### src/rtl/dmd_pkg.sv
package dmd_pkg;

  localparam int unsigned DMD_RATIO_W = 17;
  localparam int unsigned DMD_SWALLOW_W = 4;

  // Low-order swallow field of a ratio word.
  function automatic int unsigned f_swallow(input logic [31:0] r, input int unsigned aw);
    return r & ((32'd1 << aw) - 32'd1);
  endfunction

  // High-order main-count field of a ratio word.
  function automatic int unsigned f_main(input logic [31:0] r, input int unsigned aw);
    return r >> aw;
  endfunction

  // A ratio is buildable only if the main count is non-zero and covers the swallow count.
  function automatic logic f_ratio_ok(input logic [31:0] r, input int unsigned aw);
    int unsigned m;
    int unsigned a;
    m = f_main(r, aw);
    a = f_swallow(r, aw);
    return (m != 0) && (m >= a);
  endfunction

endpackage

### src/rtl/dmd_half_stage.sv
module dmd_half_stage (
  input  logic clk,
  input  logic rst_n,
  input  logic hold,
  input  logic sel,
  output logic step
);
  logic tgl_q;

  always_ff @(posedge clk) begin
    if (!rst_n || hold) tgl_q <= 1'b0;
    else if (sel)       tgl_q <= ~tgl_q;
    else                tgl_q <= 1'b0;
  end

  assign step = sel ? tgl_q : 1'b1;

  // Sustained halving gives an enable that alternates every clock.
  AST_STEP_ALTERNATES: assert property (@(posedge clk) disable iff (!rst_n)
    (sel && !hold && $past(sel) && !$past(hold)) |-> (step != $past(step)));
endmodule

### src/rtl/dmd_prescaler.sv
module dmd_prescaler #(
  parameter int unsigned SW_W = 4
) (
  input  logic clk,
  input  logic rst_n,
  input  logic step,
  input  logic hold,
  input  logic mod_hi,
  output logic ptick
);
  localparam int unsigned LOW_MOD = 1 << SW_W;
  localparam int unsigned PC_W = SW_W + 1;

  logic [PC_W-1:0] pc_q;
  logic [PC_W-1:0] last_val;

  assign last_val = mod_hi ? PC_W'(LOW_MOD) : PC_W'(LOW_MOD - 1);
  assign ptick = step && !hold && (pc_q == last_val);

  always_ff @(posedge clk) begin
    if (!rst_n || hold) pc_q <= '0;
    else if (step)      pc_q <= ptick ? '0 : pc_q + 1'b1;
  end

  // The phase counter never passes the high-modulus terminal value.
  AST_PC_IN_RANGE: assert property (@(posedge clk) disable iff (!rst_n)
    pc_q <= PC_W'(LOW_MOD));
endmodule

### src/rtl/dmd_counters.sv
module dmd_counters #(
  parameter int unsigned SW_W = 4,
  parameter int unsigned MN_W = 13
) (
  input  logic            clk,
  input  logic            rst_n,
  input  logic            ptick,
  input  logic            load,
  input  logic [SW_W-1:0] a_in,
  input  logic [MN_W-1:0] m_in,
  output logic            mod_hi,
  output logic            last_tick,
  output logic            idle
);
  logic [SW_W-1:0] acnt_q;
  logic [MN_W-1:0] mcnt_q;

  always_ff @(posedge clk) begin
    if (!rst_n) begin
      acnt_q <= '0;
      mcnt_q <= '0;
    end else if (load) begin
      acnt_q <= a_in;
      mcnt_q <= m_in;
    end else if (ptick) begin
      mcnt_q <= mcnt_q - 1'b1;
      if (acnt_q != '0) acnt_q <= acnt_q - 1'b1;
    end
  end

  assign mod_hi    = (acnt_q != '0);
  assign last_tick = ptick && (mcnt_q == MN_W'(1));
  assign idle      = (mcnt_q == '0);

  // The modulus only moves on a prescaler period boundary or a reload.
  AST_MOD_STABLE: assert property (@(posedge clk) disable iff (!rst_n)
    (!ptick && !load) |=> $stable(mod_hi));
endmodule

### src/rtl/dmd_divider_ctrl.sv
module dmd_divider_ctrl #(
  parameter int unsigned RATIO_W = dmd_pkg::DMD_RATIO_W,
  parameter int unsigned SW_W    = dmd_pkg::DMD_SWALLOW_W
) (
  input  logic               clk,
  input  logic               rst_n,
  input  logic [RATIO_W-1:0] ratio,
  input  logic               half_en,
  output logic               mod_ctl,
  output logic               div_pulse,
  output logic               test_tap,
  output logic               bad_ratio
);
  import dmd_pkg::*;

  localparam int unsigned MN_W = RATIO_W - SW_W;

  logic [RATIO_W-1:0] ratio_q;
  logic               half_q;
  logic               step;
  logic               ptick;
  logic               mod_hi;
  logic               last_tick;
  logic               idle;
  logic               load;
  logic               cur_ok;
  logic               pulse_q;
  logic               tap_q;
  logic [SW_W-1:0]    a_next;
  logic [MN_W-1:0]    m_next;

  assign load   = last_tick | idle;
  assign cur_ok = f_ratio_ok(32'(ratio_q), SW_W);
  assign a_next = SW_W'(f_swallow(32'(ratio), SW_W));
  assign m_next = MN_W'(f_main(32'(ratio), SW_W));

  always_ff @(posedge clk) begin
    if (!rst_n) begin
      ratio_q <= '0;
      half_q  <= 1'b0;
      pulse_q <= 1'b0;
      tap_q   <= 1'b0;
    end else begin
      pulse_q <= last_tick && cur_ok;
      if (last_tick && cur_ok) tap_q <= ~tap_q;
      if (load) begin
        ratio_q <= ratio;
        half_q  <= half_en;
      end
    end
  end

  dmd_half_stage u_half (
    .clk   (clk),
    .rst_n (rst_n),
    .hold  (idle),
    .sel   (half_q),
    .step  (step)
  );

  dmd_prescaler #(.SW_W(SW_W)) u_presc (
    .clk    (clk),
    .rst_n  (rst_n),
    .step   (step),
    .hold   (idle),
    .mod_hi (mod_hi),
    .ptick  (ptick)
  );

  dmd_counters #(.SW_W(SW_W), .MN_W(MN_W)) u_cnt (
    .clk       (clk),
    .rst_n     (rst_n),
    .ptick     (ptick),
    .load      (load),
    .a_in      (a_next),
    .m_in      (m_next),
    .mod_hi    (mod_hi),
    .last_tick (last_tick),
    .idle      (idle)
  );

  assign mod_ctl   = mod_hi;
  assign div_pulse = pulse_q;
  assign test_tap  = tap_q;
  assign bad_ratio = !cur_ok;

  AST_PULSE_SINGLE: assert property (@(posedge clk) disable iff (!rst_n)
    div_pulse |=> !div_pulse);
  AST_TAP_FOLLOWS_PULSE: assert property (@(posedge clk) disable iff (!rst_n)
    div_pulse |-> (test_tap != $past(test_tap)));
  AST_TAP_QUIET: assert property (@(posedge clk) disable iff (!rst_n)
    !div_pulse |-> $stable(test_tap));
  AST_NO_PULSE_WHEN_BAD: assert property (@(posedge clk) disable iff (!rst_n)
    div_pulse |-> !$past(bad_ratio));
endmodule

### config.mk
export PLATFORM = sky130hd
export DESIGN_NAME = dmd_divider_ctrl
export DESIGN_NICKNAME = d
export VERILOG_FILES = /design/src/rtl/dmd_pkg.sv /design/src/rtl/dmd_half_stage.sv /design/src/rtl/dmd_prescaler.sv /design/src/rtl/dmd_counters.sv /design/src/rtl/dmd_divider_ctrl.sv
export SDC_FILE = /design/constraint.sdc
export NUM_CORES = 1
export LEC_CHECK = 0
export BUFFER_PORTS_ARGS = -buffer_cell sky130_fd_sc_hd__buf_2
export CAP_MARGIN = 20
export CORE_MARGIN = 5
export CORE_UTILIZATION = 50
export CTS_BUF_LIST = sky130_fd_sc_hd__clkbuf_8
export DETAILED_ROUTE_END_ITERATION = 8
export PLACE_DENSITY = 0.7
export SYNTH_ARGS = -nofsm -noshare
export SYNTH_HDL_FRONTEND = slang
export SYNTH_HIERARCHICAL = 1
export SYNTH_SLANG_ARGS = --single-unit
### constraint.sdc
create_clock -name clk -period 4.38 [get_ports clk]
set_input_delay 0.438 -clock clk [delete_from_list [all_inputs] [get_ports clk]]
set_output_delay 0.438 -clock clk [all_outputs]
set_load 0.05 [all_outputs]
==> results of run 1 <==
[Yosys cell counts (2+ instances only)]
| cell type | instances | area [µm²] |
|---|---|---|
| nand2_1 | 47 | 176 |
| dfxtp_1 | 43 | 861 |
| a21boi_0 | 17 | 128 |
| a21oi_1 | 15 | 75.1 |
| o21ai_0 | 11 | 55.1 |
| ha_1 | 10 | 125 |
| inv_1 | 10 | 37.5 |
| xor2_1 | 9 | 78.8 |
| nand3_1 | 8 | 40.0 |
| nor2_1 | 8 | 30.0 |
| nand2b_1 | 7 | 43.8 |
| clkbuf_1 | 6 | 22.5 |
| nor3_1 | 6 | 30.0 |
| buf_2 | 4 | 20.0 |
| nor4_1 | 4 | 25.0 |
| o211a_1 | 4 | 40.0 |
| xnor2_1 | 4 | 35.0 |
| a211o_1 | 3 | 26.3 |
| nand3b_1 | 3 | 22.5 |
| nand4_1 | 3 | 18.8 |
| a21boi_1 | 2 | 15.0 |
| a31oi_1 | 2 | 12.5 |
| and2_1 | 2 | 12.5 |
| and3_1 | 2 | 12.5 |
| nor2b_1 | 2 | 12.5 |
| nor3b_1 | 2 | 15.0 |
| or2b_1 | 2 | 15.0 |
[placed cells by master (no fill, tap or decap), drive strengths merged, types with 3 or more instances in the layout]
master	netlist	layout
a211o	3	3
a21boi	19	19
a21oi	15	15
buf	4	26
clkbuf	6	5
dfxtp	43	43
ha	10	10
inv	11	11
nand2	47	47
nand2b	8	8
nand3	8	8
nand3b	3	3
nand4	3	3
nor2	9	9
nor3	6	6
nor3b	3	3
nor4	6	6
o211a	4	4
o21ai	11	11
xnor2	4	4
xor2	9	9
[worst min-delay path: stages]
cell and delay [ns]:
buf_2 0.10, nand2_1 0.04, a21boi_0 0.06
[final timing paths]
path | from | end | slack [ns] | cells after the start
setup / recovery | u_cnt/mcnt_q[5] | u_cnt/mcnt_q[9] | 1.13 | 12
setup reg to reg | u_cnt/mcnt_q[5] | u_cnt/mcnt_q[9] | 1.13 | 12
hold / removal | half_en | half_q | 0.39 | 3
hold reg to reg | ratio_q[2] | ratio_q[2] | 0.46 | 2
[area by class of cell]
cell class | count | area, µm² | share of cell area [%]
Clock buffer | 5 | 68.8 | 2.73
Tap cell | 52 | 65.1 | 2.58
Sequential cell | 43 | 861 | 34.1
Inverter | 11 | 41.3 | 1.64
Multi-Input combinational cell | 194 | 1280 | 50.8
Timing Repair Buffer | 26 | 138 | 5.45
Clock inverter | 3 | 67.6 | 2.68
[stage by stage]
| stage | utilization, % | power (mW) | worst slack, ns | area, µm² | std cells |
|---|---|---|---|---|---|
| floorplan | - | 1.56 | 1.00 | 2230 | 258 |
| global placement | 55.2 | 1.78 | 1.23 | 2390 | 326 |
| detailed placement | 55.2 | 1.80 | 1.18 | 2390 | 326 |
| CTS | 58.4 | 2.18 | 1.15 | 2520 | 334 |
| global route | 58.4 | 2.36 | 0.827 | 2520 | 334 |
| finish | 58.4 | 2.16 | 1.13 | 2520 | 334 |
[per-layer routing]
layer	GRT usage [%]	vias to the layer above	routed length (µm)
met5	0	-	0
met4	4.37	0	31
li1	-	945	-
met2	26.4	31	2140
met1	22.7	829	2270
met3	3.51	4	212
[flip-flops by register name, summed over array words and instances, names as in the netlist]
name / flops
half_q: 1
ratio_q: 17
test_tap: 1
div_pulse: 1
u_half/tgl_q: 1
u_presc/pc_q: 5
u_cnt/acnt_q: 4
u_cnt/mcnt_q: 13
[report_power, final]
group | switching, mW | total [mW] | internal (mW)
combinational | 0.714 | 1.13 | 0.413
sequential | 0.121 | 0.668 | 0.547
clock | 0.142 | 0.369 | 0.227
total | 0.977 | 2.16 | 1.19
[kinds of logic (layout without fill, tap and decap cells)]
logic type,count (synthesis),count (layout),share of synthesized area [%]
AND/OR/NAND/NOR,111,111,28.0
flip-flops,43,43,38.7
buffers and inverters,21,45,3.76
XOR/XNOR,13,13,5.11
AO/OA/AOI/OAI,60,60,18.9
adder cells (fa/ha/maj),10,10,5.62
==> results.md, run 1 <==
Worst hold path:
- In this run the worst hold path is classified as in2reg.

Global route:
- The total track usage is 16.6%.
- The via count of the first global-routing pass is 1795.
- The number of antenna violations at the first check in global routing is 0.
- The wire length of the first global-routing pass is 8250 µm.
- Summed over all layers, the global routing overflow is 0.
- The pin count of the biggest net entering global routing is 42.

Power and ir drop:
- For this design the static power due to leakage is 1.03 nW.
- The worst vdd rail ir drop is 729 µV.
- For this design the ratio of total power to cell area is 857 nW/µm².

Synth:
- The cell count after synthesis came out at 258.
- The proportion of synthesized flip-flops having asynchronous set or reset is 0%.
- The number of distinct library cells after synthesis is 49.
- The yosys synthesis warning count is 6.
- The register bit total from synthesis is 43.
- The dominant synthesized flop cell is dfxtp_1.
- The sequential element share of the synthesized area is 38.7%.
- The synthesized area per cell is 8.63 µm².
- The cell area that synthesis handed to floorplanning was 2230 µm².
- The number of nets in the synthesized netlist is 288.
- The number of enable-type register cells in the synthesized netlist is 0.

Clock tree:
- The clock insertion delay at the later pin of the skew report is 0.29 ns.
- The number of buffers added by the clock tree synthesis step is 5.
- The post-CTS setup-driven buffer insertion count is 0.
- TritonCTS built the clock tree.
- The tree is rooted in a clkbuf_8.
- The maximum clock path buffer count is 2.
- The number of H-tree levels is 2.
- For this design, the CTS-stage hold fixing added 0 buffers.
- Once the clock tree was built, the resizer swapped 0 gates to a different size.
- CTS saw 43 sinks.
- After clock tree synthesis, the clock-pin slew on the worst setup and hold paths is 0.09 ns.

Worst setup path:
- The worst path required time is 4.61 ns.
- The cell family with the largest share of critical-path delay is simple AND/OR/NAND/NOR gates.
- The critical path in this run is classified as reg2reg.
- STA puts the critical path data arrival time at 3.48 ns.
- The critical-path cell with the highest stage delay is or4_4.
- The cell with the most instances on the worst path is buf_4.
- Of all nets on the critical path, the largest fanout is 22.
- The worst setup path is captured at a flop.
- In this design, the stage delay of the slowest critical-path cell is 0.59 ns.
- Together, buffers and inverters on the worst path number 4.
- Walking the worst path, the cells encountered are or4_4, nor4_1, and2_1, nor3b_2, buf_4, and3_1, nor2_2, buf_4, inv_2, inv_1, o21ai_0, a21oi_1.
- The kind of launch point of the worst setup path is a flop.

Routing:
- Wires add up to 4650 µm.
- Once detail routing completed, the nets flagged for antenna violations numbered 0.
- The final routed DRC violation total is 0.
- The detailed router finished its first iteration with 129 violations.
- The vias per cell is 5.42.
- The iteration count of the initial detailed-routing pass is 4.
- Summing over every cut layer, the via total after detailed routing is 1809.
- The average wire per standard cell is 13.9 µm.

Placed design:
- Input and output buffers added on the ports amount to 23.
- At the end of routability-driven placement, the weighted congestion stood at 0.821.
- The detailed placer's ending HPWL is 3300 µm.

Timing:
- The final max-slew violation count was 0.
- The final number of hold-violating endpoints is 0.
- The largest clock skew in the final design is 0.00744 ns.
- At the pin with the least slew margin, the transition time is 0.607 ns.
- The setup TNS is 0 ns.
- The final worst-path cycle share is 74.3%.
- Across all hold checks on the routed design, the worst slack comes to 0.393 ns.
- The highest attainable clock frequency is 0.307 GHz.
- Counting I/O delays and the setup requirement, the final critical path takes 3.25 ns.
- Setup repair after global routing left no endpoint under its margin.
- The total setup violations reported at the end of the flow is 0.
- The worst-case headroom to the max-slew limit is 59.5%.

Layout:
- The post-route netlist has 16.0% of its cells at a drive strength greater than 1.
- After filler insertion, the fill cell instance count of the layout stands at 402.
- The final layout net count is 311.
- The number of antenna diodes is 0.
- The synthesis-to-layout area growth is 13.3%.

Status:
- The run finished with clean final reports.

Die:
- The die area is 5890 µm².
- For this configuration, the core starts out at a cell density of 51.5%.
- The floorplan step set the die height to 76.7 µm.
- From left edge to right edge, the die measures 76.7 µm.
- The floorplan has 24 rows.
- The number of placed I/O pins is 24.
- The floorplan core area is 4320 µm².

Run:
- Max-cap violations in this run came to 0.
No activity file was read; power rests on OpenSTA's default activity.
==> run 2: changes to the inputs <==
Settings changed: ABC_AREA from default to 1, PLACE_DENSITY 0.7 to 0.69.
Clock period 4.38 ns to 3 ns, I/O delays scaled along.
==> run 2 against run 1 <==
  * Critical endpoint is now u_cnt/mcnt_q[3]
  * Core utilization fell by 1.8 points
  * Sequential share of layout area fell by 1.5 points
  * Largest cell class unchanged
  * Highest routed layer unchanged
  * Sequential power rose by 20%
==> results.md, run 2 <==
Status:
- The flow ran to the end, and the final reports show no timing, DRC or antenna violations.

Global route:
- Global routing used 18.5% of the available tracks.
- Entering global routing, the biggest net connects 33 pins.
- The via count of the first global-routing pass is 2071.
- For this run the aggregate overflow at the end of global routing stands at 0.
- The first global-routing pass estimated 9330 µm of wire.
- The number of antenna violations at the first check in global routing is 0.

Clock tree:
- The H-tree was split into 2 levels.
- The sink count of the clock tree is 43.
- After clock tree synthesis, the repair step resized 0 gates.
- Buffers inserted during clock tree synthesis total 5.
- The number of setup buffers added after CTS is 0.
- The master cell of the clock root buffer is clkbuf_8.
- The maximum clock path buffer count is 2.
- The clock input transition at the sequential cells of the worst setup and hold paths is 0.08 ns.
- The clock insertion delay at the later pin of the skew report is 0.29 ns.
- The number of hold buffers added after CTS is 0.
- The CTS tree is yes.

Timing:
- The actual transition at the worst max-transition pin is 0.466 ns.
- The highest attainable clock frequency is 0.376 GHz.
- For the final database, setup skew stands at 0.00720 ns.
- Setup repair after global routing left no endpoint under its margin.
- The tightest hold path in the finished design has a slack of 0.272 ns.
- The final worst-path cycle share is 88.7%.
- Adding up every negative setup slack in the final design gives 0 ns.
- The final number of hold-violating endpoints came to 0.
- Setup violations remaining at the end of the flow were counted as 0.
- The worst pin sits at a relative slew slack of 68.9%.
- The clock period minus final worst setup slack is 2.66 ns.
- The worst path setup slack after routing is 0.340 ns.
- The final max-slew violation count is 0.

Worst setup path:
- In this run the worst path has a maximum fanout of 12.
- The worst setup path is captured at a flop.
- The type of the worst setup path is reg2reg.
- STA puts the critical path data arrival time at 2.87 ns.
- The kind of launch point of the worst setup path is a flop.
- Across all register-to-register paths, the minimum setup slack is 0.34 ns.
- The worst path required time is 3.21 ns.

Power and ir drop:
- The cell leakage power is 1.29 nW.
- The part of the total power dissipated in the clock network is 14.4%.
- The worst vdd rail ir drop is 425 µV.
- The combinational fraction of design power is 52.4%.
- The internal portion of the total power is 1.29 mW.
- The total power draw is 2.40 mW.
- Per report_power, the sequential group accounts for 33.3% of the total.
- The analysis attributes to net switching a power of 1.12 mW.
- Dividing total power by cell area gives a power density of 912 nW/µm².
- The switching part of the total is 46.5%.

Synth:
- The share of the synthesized area in the top cell type is 36.1%.
- The yosys synthesis warning count is 6.
- The number of nets in the synthesized netlist is 383.
- Counting flops and latches in the post-synthesis netlist gives 43.
- In the synthesized netlist the async set-or-reset flop fraction comes to 0%.
- By count the netlist is led by 67 x nor2_1, 58 x nand2_1, 44 x inv_1, 43 x dfxtp_1, 28 x nand3_1.
- In this run the cell area of the synthesized design comes to 2380 µm².
- Yosys mapped a number of flops with a built-in enable equal to 0.
- By area the synthesized netlist is led by dfxtp_1 36%, nor2_1 11%, nand2_1 9.1%, inv_1 6.9%, nand3_1 5.9%.
- The library cell with the highest instance count after synthesis is nor2_1.
- In the synthesized netlist, the number of instances is 353.
- dfxtp_1 takes more of the synthesized area than any other cell.
- The synthesized area per cell is 6.75 µm².
- Among all flip-flop cells after synthesis, the most frequent one is dfxtp_1.
- Synthesis instantiated 33 different standard cells from the library.
- Of the synthesized area, sequential elements account for 36.1%.

Placed design:
- At the end of routability-driven placement, the weighted congestion stood at 0.869.
- The count of port buffers added during placement is 23.
- The post-placement cell area is 2550 µm².
- The worst slack at placement is 0.240 ns.
- The detailed placer's ending HPWL is 3940 µm.
- The number of placed instances with taps included is 427.

Layout:
- The final core utilization is 56.6%.
- The register with the most flip-flops in the layout has 17 of them.
- The number of non-filler instances in the completed layout is 436.
- Cells with a size suffix above 1 make up 16.8% of the layout.
- In the final layout, the registers with the most flip-flops are ratio_q: 17 flops, u_cnt/mcnt_q: 13 flops, u_presc/pc_q: 5 flops.
- The synthesis-to-layout area growth is 10.7%.
- Leaving out fill and tap cells, the most frequent cells in the layout are 67 x nor2_1, 58 x nand2_1, 46 x inv_1.
- The most frequent standard cell in the layout excluding fill and tap cells is nor2_1.
- The register with the highest flop count is ratio_q.
- Summing all non-filler instances in the final layout gives an area of 2640 µm².
- The count of filler cells inserted in the layout is 483.
- At the end of the flow, the number of nets in the layout was 411.
- 0 antenna diodes ended up in the layout.

Die:
- From bottom edge to top edge, the die measures 79.0 µm.
- The floorplan core area is 4660 µm².
- 24 I/O pins were placed.
- The die covers 6250 µm².
- In this run the horizontal extent of the chip is 79.0 µm.
- The starting utilization of the core area is 51.1%.
- In this run the core area contains 25 standard-cell rows.

Routing:
- In the routed design, unresolved DRC markers number 0.
- The total wire length is 5300 µm.
- In this run, the number of DRC markers left after iteration 0 of detailed routing was 125.
- The vias per cell is 5.01.
- Detailed routing inserted a total of 2185 vias.
- The number of nets still failing antenna checks after routing is 0.
- The first detailed-routing pass ran for 4 iterations.
- In the final routed layout, each cell accounts on average for 12.2 µm.

Worst hold path:
- The tightest min-delay check is of the in2reg type.

Run:
- The count of maximum capacitance violations is 0.
-- run 2: cells by family (layout without fill, tap and decap cells) --
family          Yosys count  count (layout)  share of synthesized area [%]
fa+ha+maj                10              10                           5.25
flops                    43              43                           36.1
compound gates           55              55                           12.3
xor+xnor                  5               5                           1.84
simple gates            180             181                           33.8
buf+inv                  60              88                           10.7
-- run 2: final cells by class --
type | count | area, µm² | area share (%)
clock inverters | 3 | 12.5 | 0.474
well taps | 54 | 67.6 | 2.56
inverters | 52 | 196 | 7.45
multi-input cells | 251 | 1280 | 48.5
clock buffers | 5 | 68.8 | 2.61
flip-flops and latches | 43 | 861 | 32.6
repair buffers | 28 | 153 | 5.79
-- run 2: path summary, 6_finish.rpt --
kind                                 startpoint         endpoint  cells after the start
worst min-delay path                   ratio[0]       ratio_q[0]                      3
worst max-delay path            u_cnt/mcnt_q[9]  u_cnt/mcnt_q[3]                     16
worst max register to register  u_cnt/mcnt_q[9]  u_cnt/mcnt_q[3]                     16
worst min register to register       ratio_q[3]       ratio_q[3]                      2
-- run 2: metal layers --
| metal | routed length [µm] | share of wire, % | GRT usage [%] |
|---|---|---|---|
| met4 | 57 | 1.1 | 5.67 |
| met2 | 2380 | 45 | 30.3 |
| met1 | 2640 | 50 | 24.9 |
| met5 | 0 | 0 | 0 |
| met3 | 229 | 4.3 | 3.06 |
-- run 2: power groups by stage --
stage / Sequential (mW) / Combinational (mW) / Clock, mW
5_1_grt: 0.819 / 1.45 / 0.386
2_1_floorplan: 0.793 / 1.04 / 0
6_report: 0.800 / 1.26 / 0.346
4_1_cts: 0.800 / 1.26 / 0.360
3_3_place_gp: 0.809 / 1.24 / 0
3_5_place_dp: 0.813 / 1.25 / 0
-- run 2: worst max-delay path, stage by stage (launching register included) --
cell and delay [ns]:
dfxtp_1 0.34, nor2_1 0.20, nand4_1 0.16, nor3b_1 0.30, nor2_1 0.09, nand2_2 0.10
inv_1 0.05, nand2_1 0.06, nor3_1 0.05, buf_4 0.15, nor2_4 0.23, inv_2 0.07
inv_2 0.18, nand2_1 0.15, inv_2 0.17, a22oi_1 0.09, a21oi_1 0.17
==> run 3: changes to the inputs <==
Clock period 3 ns to 2.45 ns, I/O delays scaled along.
==> run 3 against run 2 <==
  * Sequential power increased by 24%
  * Critical path depth increased by 2
  * Core utilization increased by 3.2 points
  * Highest routed layer unchanged
  * Global-route usage increased by 0.20 points
  * Fmax increased by 19%
  * Via count increased by 2.6%
  * Critical endpoint is now u_cnt/mcnt_q[5]
  * Worst setup slack got worse by 0.13 ns
==> results.md, run 3 (synthesis gave the netlist of run 2 again) <==
Layout:
- The final core utilization is 59.8%.
- ratio_q holds more flip-flops than any other register.
- The number of non-filler instances in the completed layout is 441.
- The synthesis-to-layout area growth is 17.0%.
- The library cell used most frequently in the layout, excluding fill and tap cells, is nor2_1.
- The proportion of layout cells with a drive suffix above 1 is 20.2%.
- The top cell types in the final layout, fill and taps aside, are 66 x nor2_1, 56 x nand2_1, 44 x inv_1.
- The number of flip-flops under the largest register name is 17.
- The final layout net count is 416.
- The largest registers in the layout are ratio_q: 17 flops, u_cnt/mcnt_q: 13 flops, u_presc/pc_q: 5 flops.
- The number of antenna diodes is 0.

Power and ir drop:
- The analysis attributes to cell leakage a power of 1.34 nW.
- Net switching is 43.6% of the power.
- The part of the total power dissipated in the clock network is 19.9%.
- The power density normalized to cell area is 1200 nW/µm².
- Summed over all nets, the switching power comes to 1.46 mW.
- VDD sags by at most 415 µV.
- In this run, flip-flops and latches consume 29.7% of the power.
- Internal power comes to 1.88 mW.
- The combinational fraction of design power is 50.4%.

Global route:
- The final global-route overflow total is 0.
- The number of antenna violations at the first check in global routing is 0.
- The via count of the first global-routing pass came to 2052.
- Global routing used 25.0% of the available met1 tracks.
- The pin count of the biggest net entering global routing is 32.
- In the global route stage, met3 resource usage came out at 3.74%.
- The first global-routing pass estimated 9360 µm of wire.
- The layer with the highest usage is met2.
- In the global route stage, met2 resource usage came out at 30.1%.
- The total track usage is 18.7%.

Timing:
- The final number of hold-violating endpoints is 0.
- On the final layout, the worst hold slack is 0.211 ns.
- The final worst-path cycle share is 91.5%.
- The worst-case headroom to the max-slew limit is 66.1%.
- Clock skew on the completed layout was measured at 0.00827 ns.
- The highest attainable clock frequency is 0.446 GHz.
- The worst path meets setup with 0.209 ns of slack.
- The total setup violations reported at the end of the flow is 0.
- At the pin with the least slew margin, the transition time is 0.509 ns.
- The final max-slew violation count is 0.
- Setup repair after global routing left no endpoint under its margin.
- The smallest clock period supported by the final layout is computed as 2.24 ns.
- The setup TNS is 0 ns.

Worst setup path:
- The kind of launch point of the worst setup path is a flop.
- The cell family with the largest share of critical-path delay is simple AND/OR/NAND/NOR gates.
- Traced cell by cell, the critical path runs through inv_1, ha_1, nand3_4, inv_1, nor2_2, nand3_2, nand2_1, nand2_2, inv_2, nand2_2, nor3_4, nor2_4, inv_4, inv_4, nand2_2, inv_2, a22oi_1, a21oi_1.
- By startpoint and endpoint, the worst setup path is classified as reg2reg.
- The worst path required time is 2.64 ns.
- The maximum net fanout on the critical path is 10.
- The worst setup path is captured at a flop.
- The slowest stage of the critical path belongs to the cell dfxtp_2.
- In this design, the stage delay of the slowest critical-path cell is 0.34 ns.
- The cell with the most instances on the worst path is nand2_2.
- The arrival time reported for the critical path endpoint is 2.43 ns.
- The number of buffer and inverter instances along the worst setup path is 6.

Clock tree:
- TritonCTS built the clock tree.
- The clock passes through at most 2 buffers.
- The number of H-tree levels is 2.
- The tree is rooted in a clkbuf_8.
- The clock insertion delay at the later pin of the skew report is 0.30 ns.
- The number of buffers added by the clock tree synthesis step is 5.
- The clock net in this run drives a total of 43 sinks.
- After clock tree synthesis, the clock-pin slew on the worst setup and hold paths is 0.09 ns.

Die:
- The placement row count is 25.
- The floorplan step defined a core boundary enclosing 4660 µm².
- In this run the horizontal extent of the chip is 79.0 µm.
- The floorplan step set the die height to 79.0 µm.
- For this configuration, the core starts out at a cell density of 51.1%.
- For this design the top-level I/O count stands at 24.
- The die covers 6250 µm².

Placed design:
- The routability-driven placement congestion ratio is 0.878.
- Timing analysis after detailed placement gives a worst setup slack of 0.110 ns.
- After legalization and detailed placement, the total HPWL measured 4220 µm.
- Counting tap cells, the placed design contains a total of 432 instances.
- The count of port buffers added during placement is 23.

Routing:
- The average wire per standard cell is 12.6 µm.
- The total via count after detailed routing is 2241.
- The first-iteration detailed-routing DRC count is 147.
- Dividing the detail-routed via count by the number of cells gives 5.08.
- The first detailed-routing pass ran for 4 iterations.
- The final routed DRC violation total is 0.
- Once detail routing completed, the nets flagged for antenna violations numbered 0.
- Wires add up to 5570 µm.

Worst hold path:
- The type of the tightest min-delay check is in2reg.

Run:
- The tool flagged a number of max-cap violations equal to 0.

Status:
- The run finished with clean final reports.
-- run 3: metrics by stage --
stage          total power, mW  area (µm²)
4_1_cts                   3.28        2750
5_1_grt                   3.62        2790
2_1_floorplan             2.27        2410
6_report                  3.33        2790
3_5_place_dp              2.62        2610
3_3_place_gp              2.60        2610
-- run 3: layer usage --
layer | routed length (µm) | vias to the layer above
li1 | - | 1185
met1 | 2760 | 1006
met2 | 2520 | 45
met3 | 235 | 5
met4 | 60 | 0
met5 | 0 | -
-- run 3: repair_timing --
item	CTS	global route
resized for setup	0	10
setup buffers	0	1
hold buffers	0	0
setup endpoints to repair	0	23
endpoints found under the hold margin	0	0
-- run 3: worst reg2reg max path, cell delays in order, from the launching register on --
cell	delay [ns]
dfxtp_2	0.34
inv_1	0.07
ha_1	0.23
nand3_4	0.08
inv_1	0.06
nor2_2	0.08
nand3_2	0.07
nand2_1	0.10
nand2_2	0.08
inv_2	0.07
nand2_2	0.06
nor3_4	0.23
nor2_4	0.07
inv_4	0.09
inv_4	0.08
nand2_2	0.09
inv_2	0.08
a22oi_1	0.16
a21oi_1	0.09
-- run 3: worst paths after layout --
kind                           to            start  slack [ns]  depth (start not counted)
setup / recovery  u_cnt/mcnt_q[5]  u_cnt/acnt_q[0]        0.21                         18
setup reg to reg  u_cnt/mcnt_q[5]  u_cnt/acnt_q[0]        0.21                         18
hold / removal        ratio_q[15]        ratio[15]        0.21                          3
hold reg to reg        ratio_q[1]       ratio_q[1]        0.47                          2
-- run 3: power by group through the flow --
stage	combinational [mW]	sequential, mW	clock, mW
after detailed placement	1.62	1.00	0
after CTS	1.63	0.984	0.670
final	1.68	0.990	0.662
after floorplan	1.30	0.972	0
after global placement	1.60	0.996	0
after global routing	1.91	1.01	0.700
-- run 3: area by class of cell --
type                            count  area, µm²
Multi-Input combinational cell    250       1320
Timing Repair Buffer               34        205
Sequential cell                    43        862
Tap cell                           54       67.6
Clock buffer                        5       68.8
Fill cell                         453       1870
Inverter                           52        203
Clock inverter                      3       63.8
